$ cat src/rtl/nextpc_pkg.sv
package nextpc_pkg;

  localparam int OPC_W   = 6;
  localparam int IMM_W   = 16;
  localparam int IMM_LSB = 6;
  localparam int N_COND  = 6;

  typedef enum logic [2:0] {
    CND_EQ  = 3'd0,
    CND_NE  = 3'd1,
    CND_LT  = 3'd2,
    CND_GE  = 3'd3,
    CND_LTU = 3'd4,
    CND_GEU = 3'd5
  } cond_e;

  typedef enum logic [1:0] {
    K_OTHER  = 2'd0,
    K_BRANCH = 2'd1,
    K_JUMP   = 2'd2,
    K_CMP    = 2'd3
  } kind_e;

  typedef struct packed {
    kind_e kind;
    cond_e cond;
    logic  use_imm;
  } dec_t;

  // opcode tables indexed by the cond_e value
  localparam logic [OPC_W-1:0] BR_OPC   [N_COND] = '{6'h26, 6'h1E, 6'h16, 6'h0E, 6'h36, 6'h2E};
  localparam logic [OPC_W-1:0] CMPR_OPC [N_COND] = '{6'h20, 6'h18, 6'h10, 6'h08, 6'h30, 6'h28};
  localparam logic [OPC_W-1:0] CMPI_OPC [N_COND] = '{6'h21, 6'h19, 6'h11, 6'h09, 6'h31, 6'h29};
  localparam logic [OPC_W-1:0] JMP_OPC = 6'h06;

endpackage

$ cat src/rtl/npc_decode.sv
module npc_decode
  import nextpc_pkg::*;
(
  input  logic [OPC_W-1:0] opc,
  output dec_t             dec
);

  always_comb begin
    dec.kind    = K_OTHER;
    dec.cond    = CND_EQ;
    dec.use_imm = 1'b0;
    if (opc == JMP_OPC) begin
      dec.kind = K_JUMP;
    end
    for (int i = 0; i < N_COND; i++) begin
      if (opc == BR_OPC[i]) begin
        dec.kind = K_BRANCH;
        dec.cond = cond_e'(i[2:0]);
      end
      if (opc == CMPR_OPC[i]) begin
        dec.kind = K_CMP;
        dec.cond = cond_e'(i[2:0]);
      end
      if (opc == CMPI_OPC[i]) begin
        dec.kind    = K_CMP;
        dec.cond    = cond_e'(i[2:0]);
        dec.use_imm = 1'b1;
      end
    end
  end

endmodule

$ cat src/rtl/npc_compare.sv
module npc_compare
  import nextpc_pkg::*;
#(
  parameter int DATA_W = 32
) (
  input  logic [DATA_W-1:0] a,
  input  logic [DATA_W-1:0] b,
  input  cond_e             cond,
  output logic              hit
);

  logic is_eq, is_slt, is_ult;

  assign is_eq  = (a == b);
  assign is_slt = ($signed(a) < $signed(b));
  assign is_ult = (a < b);

  always_comb begin
    unique case (cond)
      CND_EQ:  hit = is_eq;
      CND_NE:  hit = !is_eq;
      CND_LT:  hit = is_slt;
      CND_GE:  hit = !is_slt;
      CND_LTU: hit = is_ult;
      CND_GEU: hit = !is_ult;
      default: hit = 1'b0;
    endcase
  end

endmodule

$ cat src/rtl/npc_pcreg.sv
module npc_pcreg
  import nextpc_pkg::*;
#(
  parameter int              PC_W     = 32,
  parameter logic [PC_W-1:0] RESET_PC = 32'h0000_1000
) (
  input  logic             clk,
  input  logic             rst_n,
  input  logic             en,
  input  logic             sel_target,
  input  logic [IMM_W-1:0] disp,
  output logic [PC_W-1:0]  pc
);

  localparam logic [PC_W-1:0] STEP = PC_W'(4);

  logic [PC_W-1:0] pc_q, pc_d, seq_pc, tgt_pc;

  assign seq_pc = pc_q + STEP;
  assign tgt_pc = seq_pc + {{(PC_W-IMM_W){disp[IMM_W-1]}}, disp};

  always_comb begin
    pc_d = pc_q;
    if (en) pc_d = sel_target ? tgt_pc : seq_pc;
  end

  always_ff @(posedge clk or negedge rst_n) begin
    if (!rst_n) pc_q <= RESET_PC;
    else        pc_q <= pc_d;
  end

  assign pc = pc_q;

  // a plain advance adds exactly four
  a_r3_step_four: assert property (@(posedge clk) disable iff (!rst_n)
    (en && !sel_target) |=> (pc_q == $past(pc_q) + STEP));

  // disabled register holds
  a_r10_hold: assert property (@(posedge clk) disable iff (!rst_n)
    !en |=> $stable(pc_q));

endmodule

$ cat src/rtl/nextpc_unit.sv
module nextpc_unit
  import nextpc_pkg::*;
#(
  parameter int                DATA_W   = 32,
  parameter int                PC_W     = 32,
  parameter int                INSTR_W  = 32,
  parameter logic [PC_W-1:0]   RESET_PC = 32'h0000_1000
) (
  input  logic               clk,
  input  logic               rst_n,
  input  logic               in_valid,
  input  logic [INSTR_W-1:0] instr,
  input  logic [DATA_W-1:0]  opnd_a,
  input  logic [DATA_W-1:0]  opnd_b,
  output logic [PC_W-1:0]    pc_out,
  output logic               cmp_we,
  output logic [DATA_W-1:0]  cmp_value,
  output logic               br_taken,
  output logic               misalign_err
);

  localparam int IMM_MSB = IMM_LSB + IMM_W - 1;

  logic [OPC_W-1:0] opc;
  logic [IMM_W-1:0] imm;
  dec_t             dec;
  logic [DATA_W-1:0] imm_ext, b_eff;
  logic hit, is_br, bad_disp, take;
  logic pc_en;
  logic cmp_we_d, br_taken_d, err_d, cmp_bit_d;
  logic cmp_we_q, br_taken_q, err_q, cmp_bit_q;
  logic unused_reg_fields;

  assign opc = instr[OPC_W-1:0];
  assign imm = instr[IMM_MSB:IMM_LSB];
  assign unused_reg_fields = ^instr[INSTR_W-1:IMM_MSB+1];

  npc_decode u_dec (
    .opc (opc),
    .dec (dec)
  );

  // unsigned conditions zero-extend the immediate, the rest sign-extend it
  assign imm_ext = (dec.cond == CND_LTU || dec.cond == CND_GEU)
                   ? {{(DATA_W-IMM_W){1'b0}}, imm}
                   : {{(DATA_W-IMM_W){imm[IMM_W-1]}}, imm};
  assign b_eff   = dec.use_imm ? imm_ext : opnd_b;

  npc_compare #(.DATA_W(DATA_W)) u_cmp (
    .a    (opnd_a),
    .b    (b_eff),
    .cond (dec.cond),
    .hit  (hit)
  );

  assign is_br    = (dec.kind == K_BRANCH) || (dec.kind == K_JUMP);
  assign bad_disp = is_br && (imm[1:0] != 2'b00);
  assign take     = (dec.kind == K_JUMP) || ((dec.kind == K_BRANCH) && hit);
  assign pc_en    = in_valid && !bad_disp;

  npc_pcreg #(.PC_W(PC_W), .RESET_PC(RESET_PC)) u_pc (
    .clk        (clk),
    .rst_n      (rst_n),
    .en         (pc_en),
    .sel_target (take),
    .disp       (imm),
    .pc         (pc_out)
  );

  // next-state for the result strobes
  always_comb begin
    cmp_we_d   = in_valid && (dec.kind == K_CMP);
    cmp_bit_d  = cmp_we_d && hit;
    br_taken_d = in_valid && take && !bad_disp;
    err_d      = in_valid && bad_disp;
  end

  always_ff @(posedge clk or negedge rst_n) begin
    if (!rst_n) begin
      cmp_we_q   <= 1'b0;
      cmp_bit_q  <= 1'b0;
      br_taken_q <= 1'b0;
      err_q      <= 1'b0;
    end else begin
      cmp_we_q   <= cmp_we_d;
      cmp_bit_q  <= cmp_bit_d;
      br_taken_q <= br_taken_d;
      err_q      <= err_d;
    end
  end

  assign cmp_we       = cmp_we_q;
  assign cmp_value    = {{(DATA_W-1){1'b0}}, cmp_bit_q};
  assign br_taken     = br_taken_q;
  assign misalign_err = err_q;

  // an error leaves the PC where it was
  a_r7_err_holds_pc: assert property (@(posedge clk) disable iff (!rst_n)
    misalign_err |-> (pc_out == $past(pc_out)));

  // strobes are mutually exclusive
  a_r7_one_strobe: assert property (@(posedge clk) disable iff (!rst_n)
    $onehot0({cmp_we, br_taken, misalign_err}));

  // compare result is boolean and only present with its strobe
  a_r8_bool_value: assert property (@(posedge clk) disable iff (!rst_n)
    (cmp_value[DATA_W-1:1] == '0) && (cmp_we || cmp_value == '0));

  // idle cycle produces no strobes and no PC move
  a_r10_idle: assert property (@(posedge clk) disable iff (!rst_n)
    !in_valid |=> (!cmp_we && !br_taken && !misalign_err && $stable(pc_out)));

  // aligned unconditional branch always reports taken
  a_r6_jump_taken: assert property (@(posedge clk) disable iff (!rst_n)
    (in_valid && opc == JMP_OPC && imm[1:0] == 2'b00) |=> br_taken);

  // untaken aligned conditional branch falls through
  a_r3_fallthrough: assert property (@(posedge clk) disable iff (!rst_n)
    (in_valid && dec.kind == K_BRANCH && !hit && !bad_disp)
      |=> (!br_taken && pc_out == $past(pc_out) + PC_W'(4)));

endmodule

$ cat config.mk
export PLATFORM = sky130hd
export DESIGN_NAME = nextpc_unit
export DESIGN_NICKNAME = d
export VERILOG_FILES = /design/src/rtl/nextpc_pkg.sv /design/src/rtl/npc_decode.sv /design/src/rtl/npc_compare.sv /design/src/rtl/npc_pcreg.sv /design/src/rtl/nextpc_unit.sv
export SDC_FILE = /design/constraint.sdc
export NUM_CORES = 1
export LEC_CHECK = 0
export CORE_MARGIN = 3
export CORE_UTILIZATION = 35
export DETAILED_ROUTE_END_ITERATION = 7
export GPL_ROUTABILITY_DRIVEN = 0
export PLACE_DENSITY = 0.66
export SYNTH_ARGS = -nofsm -noshare
export SYNTH_HDL_FRONTEND = slang
export SYNTH_SLANG_ARGS = --single-unit
$ cat constraint.sdc
create_clock -name clk -period 4.5 [get_ports clk]
set_clock_uncertainty 0.1 [all_clocks]
set_input_delay 0.45 -clock clk [delete_from_list [all_inputs] [get_ports clk]]
set_output_delay 0.45 -clock clk [all_outputs]
set_load 0.01 [all_outputs]
==> impl_metrics.yaml, run 1 <==
hold_path:
  worst_hold_path_type: "primary input to async pin"
critical_path:
  crit_arrival_ps: 4340
  critPathSlowestCell: "clkdlybuf4s50_1"
  path_class: "primary input to register"
  cp_slowest_stage_delay_ps: 460
  rr_worst_depth: 17
  r2r-end: "u_pc.pc[31]"
  r2r_slack_ps: 410
  cp-end-kind: "register"
  crit_path_start_kind: "primary input"
  path_cells: "clkdlybuf4s50_1, nor2_2, nand2_1, and3_4, nand2_2, buf_12, buf_4, mux2i_1, ha_1, nand4_1, nor2_1, a221o_1, o31a_1, or3b_4, a31oi_4, a21oi_4, buf_12, buf_8, mux2i_1, a22oi_1"
  r2r_start: "u_pc.pc[5]"
  crit_required_ps: 4520
  cp_max_fo: 10
placement:
  dp_hpwl_um: 12400
  dp_cells: 996
  pre_cts_ws_ps: -139
  io_buffer_count: 124
  placed_area_mm2: 0.00690
route:
  wl_per_cell_um: 15.4
  dr.pass1.iters: 4
  drc_errors: 0
  viasPerCell: 5.11
  ant_nets: 0
  routed_wl_um: 15500
  first_iter_violations: 263
  vias: 5153
pwr:
  switchingPower_mw: 1.59
  sequentialPowerShare: 0.192
  power_frac_comb: 0.699
  p_clk_frac: 0.109
  leakagePower_nw: 3.14
  finalPower_mw: 3.48
  sw_frac_of_total: 0.456
  ir_worst_vdd_uv: 290
  p_int_mw: 1.90
  power.density_mw_per_mm2: 482
yosys:
  async_flop_share: 1.00
  yosys.area.top_type: "dfrtp_1"
  synth_cells: 655
  netlist_top_cells_area: "dfrtp_1 17%, ha_1 16%, mux2i_1 6.7%"
  yosysTopAreaCellShare: 0.167
  synth-seq-cells: 36
  yosysMostFrequentCell: "ha_1"
  synthFlopType: "dfrtp_1"
  synthTopCellsByCount: "67 x ha_1, 64 x nand2_1, 53 x a21oi_1, 42 x nor2_1, 42 x o21ai_0"
  syn_area_per_cell_um2: 7.99
  synth_warnings: 0
  yosysSeqAreaShare: 0.172
  yosysUniqueCellTypes: 69
  synth_edf_count: 0
  synth_area_mm2: 0.00524
finish:
  final_core_util: 0.495
  antenna_cells: 0
  drive_above_1_share: 0.124
  fin_area_mm2: 0.00722
  nets: 990
  areaGrowthSynthToFinish_pct: 37.9
  stdcell_count: 1008
timing:
  slew_headroom: 0.420
  hold_violations: 0
  setup-tns-final_ps: 0
  final-setup-viol-count: 0
  fin_ws_ps: 180
  timing.hold.ws_ps: 163
  worst_slew_pin_slew_ps: 870
  final.period_utilization: 0.960
  max_freq_mhz: 232
  period_needed_ps: 4320
  final-max-slew-violation-count: 0
clock_network:
  cts_root_buf: "clkbuf_16"
  clkLatencyLatePin_ps: 290
  tritoncts: "done"
  cts.sinks: 36
  clk_pin_slew_ps: 60
  cts_buffers: 5
  cts_buffer_depth: 2
  cts_max_level: 2
  ctsHoldBuffers: 0
grt:
  grt_max_degree: 37
  grtUsageTotal: 0.182
  antenna_found_initial: 0
  grt_pass1_wl_um: 24700
  grt_overflow_total: 0
  grt_pass1_vias: 5012
die:
  rows: 44
  boundaryPins: 166
  initial_utilization: 0.359
  die_x_um: 128
  core_region_area_mm2: 0.0146
  dieHeight_um: 128
  die_area_mm2: 0.0165
run_status:
  outcome: "finished clean"
run:
  cap_violations: 0
-- cells by family (layout without fill, tap and decap cells) --
kind of cell | count (synthesis) | after routing | share of synthesized area
AO/OA/AOI/OAI | 185 | 185 | 0.227
XOR/XNOR | 55 | 55 | 0.0920
adder cells (fa/ha/maj) | 68 | 68 | 0.164
buffers and inverters | 75 | 214 | 0.0839
flip-flops | 36 | 36 | 0.172
multiplexers | 37 | 37 | 0.0726
other | 1 | 31 | 0.000716
AND/OR/NAND/NOR | 198 | 198 | 0.188
-- critical path, delay by kind of cell --
kind / cells / cell delay [ps]
and+or+nand+nor: 7 / 1090
muxes: 2 / 340
buffers and inverters: 5 / 1030
AOI/OAI and AO/OA: 5 / 1140
adders and majority gates: 1 / 260
-- placed cells by master, fill, tap and decap left out, types with 7 or more instances in the layout --
cell	count
buf_4	51
nand2_1	63
inv_1	24
conb_1	31
o21ai_1	17
nand3_1	27
xnor2_1	31
ha_1	66
nor2_1	40
a21oi_1	53
clkdlybuf4s50_1	121
o21ai_0	37
nand4_1	13
nor3_1	10
dfrtp_1	34
mux2i_1	34
a21o_1	15
o21bai_1	7
xor2_1	24
-- final cells by class --
| type | count | area, um2 |
|---|---|---|
| fillers | 1436 | 7370 |
| inverters | 24 | 90.1 |
| repair buffers | 182 | 1750 |
| flip-flops and latches | 36 | 903 |
| well taps | 184 | 230 |
| multi-input cells | 574 | 4090 |
| clock buffers | 8 | 156 |
-- timing repair --
action | CTS | global route
setup buffers | 0 | 3
resized for setup | 0 | 28
endpoints found under the setup margin | 0 | 32
-- power by group through the flow --
stage / registers [mW] / clock network (mW) / logic [mW]
5_1_grt: 0.700 / 0.399 / 2.70
6_report: 0.669 / 0.381 / 2.44
2_1_floorplan: 0.694 / 0 / 1.49
3_5_place_dp: 0.671 / 0 / 2.38
3_3_place_gp: 0.671 / 0 / 2.36
4_1_cts: 0.669 / 0.387 / 2.40
-- worst max path at each step --
| stage | endpoint | slack, ps | cells after the start | start |
|---|---|---|---|---|
| after global placement | u_pc.pc[10] | -100 | 17 | instr[4] |
| after floorplan | u_pc.pc[10] | 280 | 16 | instr[4] |
| final | u_pc.pc[15] | 180 | 20 | instr[4] |
| after CTS | u_pc.pc[29] | 140 | 20 | instr[4] |
| after detailed placement | u_pc.pc[29] | -140 | 20 | instr[4] |
| after global routing | u_pc.pc[14] | -30 | 20 | instr[2] |
-- sequential cells by signal, summed over array words and instances, names as in the netlist --
| signal | cells |
|---|---|
| u_pc.pc | 32 |
| cmp_we | 1 |
| misalign_err | 1 |
| br_taken | 1 |
| cmp_bit_q | 1 |
-- per-layer routing --
layer,vias to the layer above,global-route usage,wire length [um]
met4,0,0.0212,120
met1,2346,0.259,7330
li1,2668,-,-
met5,-,0,0
met2,130,0.301,7200
met3,9,0.0279,877
Note: power is estimated with default switching activity, not from simulation.
==> inputs of run 2 (changes only) <==
--- a/config.mk
+++ b/config.mk
@@ -5,6 +5,7 @@
 export SDC_FILE = /design/constraint.sdc
 export NUM_CORES = 1
 export LEC_CHECK = 0
+export CORE_ASPECT_RATIO = 1.75
 export CORE_MARGIN = 3
 export CORE_UTILIZATION = 35
 export DETAILED_ROUTE_END_ITERATION = 7
==> run 2 against run 1 <==
Compared with the run above:
- wire length increased by 5.2%
- maximum frequency increased by 1.6%
- register-to-register slack got worse by 120 ps
==> impl_metrics.yaml, run 2 (same netlist as run 1, synthesis figures left out) <==
pwr:
  finalPower_mw: 3.51
  p_int_mw: 1.92
  ir_worst_vdd_uv: 176
  switchingPower_mw: 1.59
  leakagePower_nw: 3.18
  sw_frac_of_total: 0.452
  sequentialPowerShare: 0.190
  power.density_mw_per_mm2: 484
  p_clk_frac: 0.117
  power_frac_comb: 0.694
grt:
  grt_max_degree: 37
  grtUsageTotal: 0.191
  grt_pass1_vias: 5426
  grt_pass1_wl_um: 26000
  antenna_found_initial: 0
  grt_overflow_total: 0
finish:
  drive_above_1_share: 0.127
  fin_area_mm2: 0.00724
  nets: 996
  regArea_um2: 902
  areaGrowthSynthToFinish_pct: 38.3
  most-common-layout-cells: "120 x clkdlybuf4s50_1, 67 x ha_1, 64 x nand2_1"
  final_common_cell: "clkdlybuf4s50_1"
  fillCellCount: 1421
  largest_reg_flops: 32
  multi_input_area_mm2: 0.00407
  antenna_cells: 0
route:
  viasPerCell: 5.33
  dr.pass1.iters: 5
  drc_errors: 0
  first_iter_violations: 195
  wl_per_cell_um: 16.2
  ant_nets: 0
  routed_wl_um: 16300
  vias: 5384
critical_path:
  cp_max_fo: 12
  r2r-end: "u_pc.pc[31]"
  r2r_slack_ps: 290
  crit_required_ps: 4570
  cp-end-kind: "register"
  rr_worst_depth: 16
  r2r_start: "u_pc.pc[4]"
  path_class: "primary input to register"
  crit_arrival_ps: 4320
  crit_path_start_kind: "primary input"
  crit_start: "instr[1]"
timing:
  final.period_utilization: 0.945
  rsz0062_at_grt: "false"
  slew_headroom: 0.416
  max_freq_mhz: 235
  period_needed_ps: 4250
  worst_slew_pin_slew_ps: 876
  hold_violations: 0
  final-max-slew-violation-count: 0
  fin_ws_ps: 248
  final-setup-viol-count: 0
clock_network:
  clk_pin_slew_ps: 60
  cts_root_buf: "clkbuf_16"
  tritoncts: "done"
  cts_max_level: 2
  cts_buffer_depth: 2
  clkLatencyLatePin_ps: 290
  cts.sinks: 36
  cts_buffers: 5
run_status:
  outcome: "finished clean"
placement:
  placed_area_mm2: 0.00691
  io_buffer_count: 124
  pre_cts_ws_ps: -145
  dp_hpwl_um: 13200
die:
  dieHeight_um: 168
  initial_utilization: 0.361
  die_area_mm2: 0.0165
  rows: 58
  core_region_area_mm2: 0.0145
  boundaryPins: 166
  die_x_um: 98.5
run:
  cap_violations: 0
hold_path:
  worst_hold_path_type: "primary input to async pin"
==> run 2: cell types whose count changed in the layout (fill, tap and decap cells not counted), moves of 2 or more <==
cell / previous run / this run
o21ai_0: 37 / 40
buf_8: 2 / 0
o21ai_1: 17 / 13
buf_4: 51 / 59
clkbuf_8: 2 / 0
==> run 2: layout make-up <==
type,instances,share of cell area
multi-input cells,574,0.562
clock buffers,6,0.0178
repair buffers,188,0.247
clock inverters,2,0.00484
inverters,24,0.0124
well taps,180,0.0311
flip-flops and latches,36,0.125
==> run 2: how the worst max path moves through the flow <==
stage	endpoint	slack, ps
finish	u_pc.pc[13]	250
global route	u_pc.pc[13]	10
CTS	u_pc.pc[31]	130
detailed placement	u_pc.pc[31]	-140
global placement	u_pc.pc[31]	-90
floorplan	u_pc.pc[10]	280
==> run 2: what timing repair did <==
item / CTS / global route
buffers inserted: 0 / 5
gates resized for setup: 0 / 18
setup endpoints to repair: 0 / 23
hold buffers: 0 / 0
==> run 2: worst max-delay path: stages <==
cell,delay [ps]
clkdlybuf4s50_1,430
nor2_1,170
and3_4,210
nand2_1,90
buf_12,170
mux2i_1,120
ha_1,340
a21oi_2,140
nand2_1,80
a221o_1,380
o31a_1,360
or3b_4,420
a31oi_4,240
a21oi_4,140
buf_12,180
buf_4,130
mux2i_1,170
o21ai_1,80
==> run 2: routing by layer <==
layer / up-vias / wire [um] / track usage
met5: - / 0 / 0
met4: 0 / 462 / 0.0743
met3: 31 / 853 / 0.0257
met2: 175 / 9410 / 0.391
met1: 2509 / 5610 / 0.184
li1: 2669 / - / -
==> run 2: through the flow <==
step | hold slack (ps) | cells | util | TNS, ps
finish | 182 | 1010 | 0.499 | 0
global route | 251 | 1010 | 0.499 | 0
CTS | 221 | 1003 | 0.488 | 0
detailed placement | 380 | 995 | 0.476 | -972
global placement | 379 | 995 | 0.476 | -308
floorplan | 54.4 | 685 | - | 0
==> run 2: power groups by stage <==
stage	clock network [mW]	registers, mW	logic (mW)
2_1_floorplan	0	0.694	1.49
3_3_place_gp	0	0.665	2.38
3_5_place_dp	0	0.668	2.39
4_1_cts	0.419	0.664	2.41
5_1_grt	0.426	0.699	2.69
6_report	0.410	0.665	2.43
==> inputs of run 3 (changes only) <==
--- a/config.mk
+++ b/config.mk
@@ -14,3 +14,4 @@
 export SYNTH_ARGS = -nofsm -noshare
 export SYNTH_HDL_FRONTEND = slang
 export SYNTH_SLANG_ARGS = --single-unit
+export TNS_END_PERCENT = 100
==> results of run 3 <==
Same layout as run 2: the final DEF is identical, and so are final timing and power.
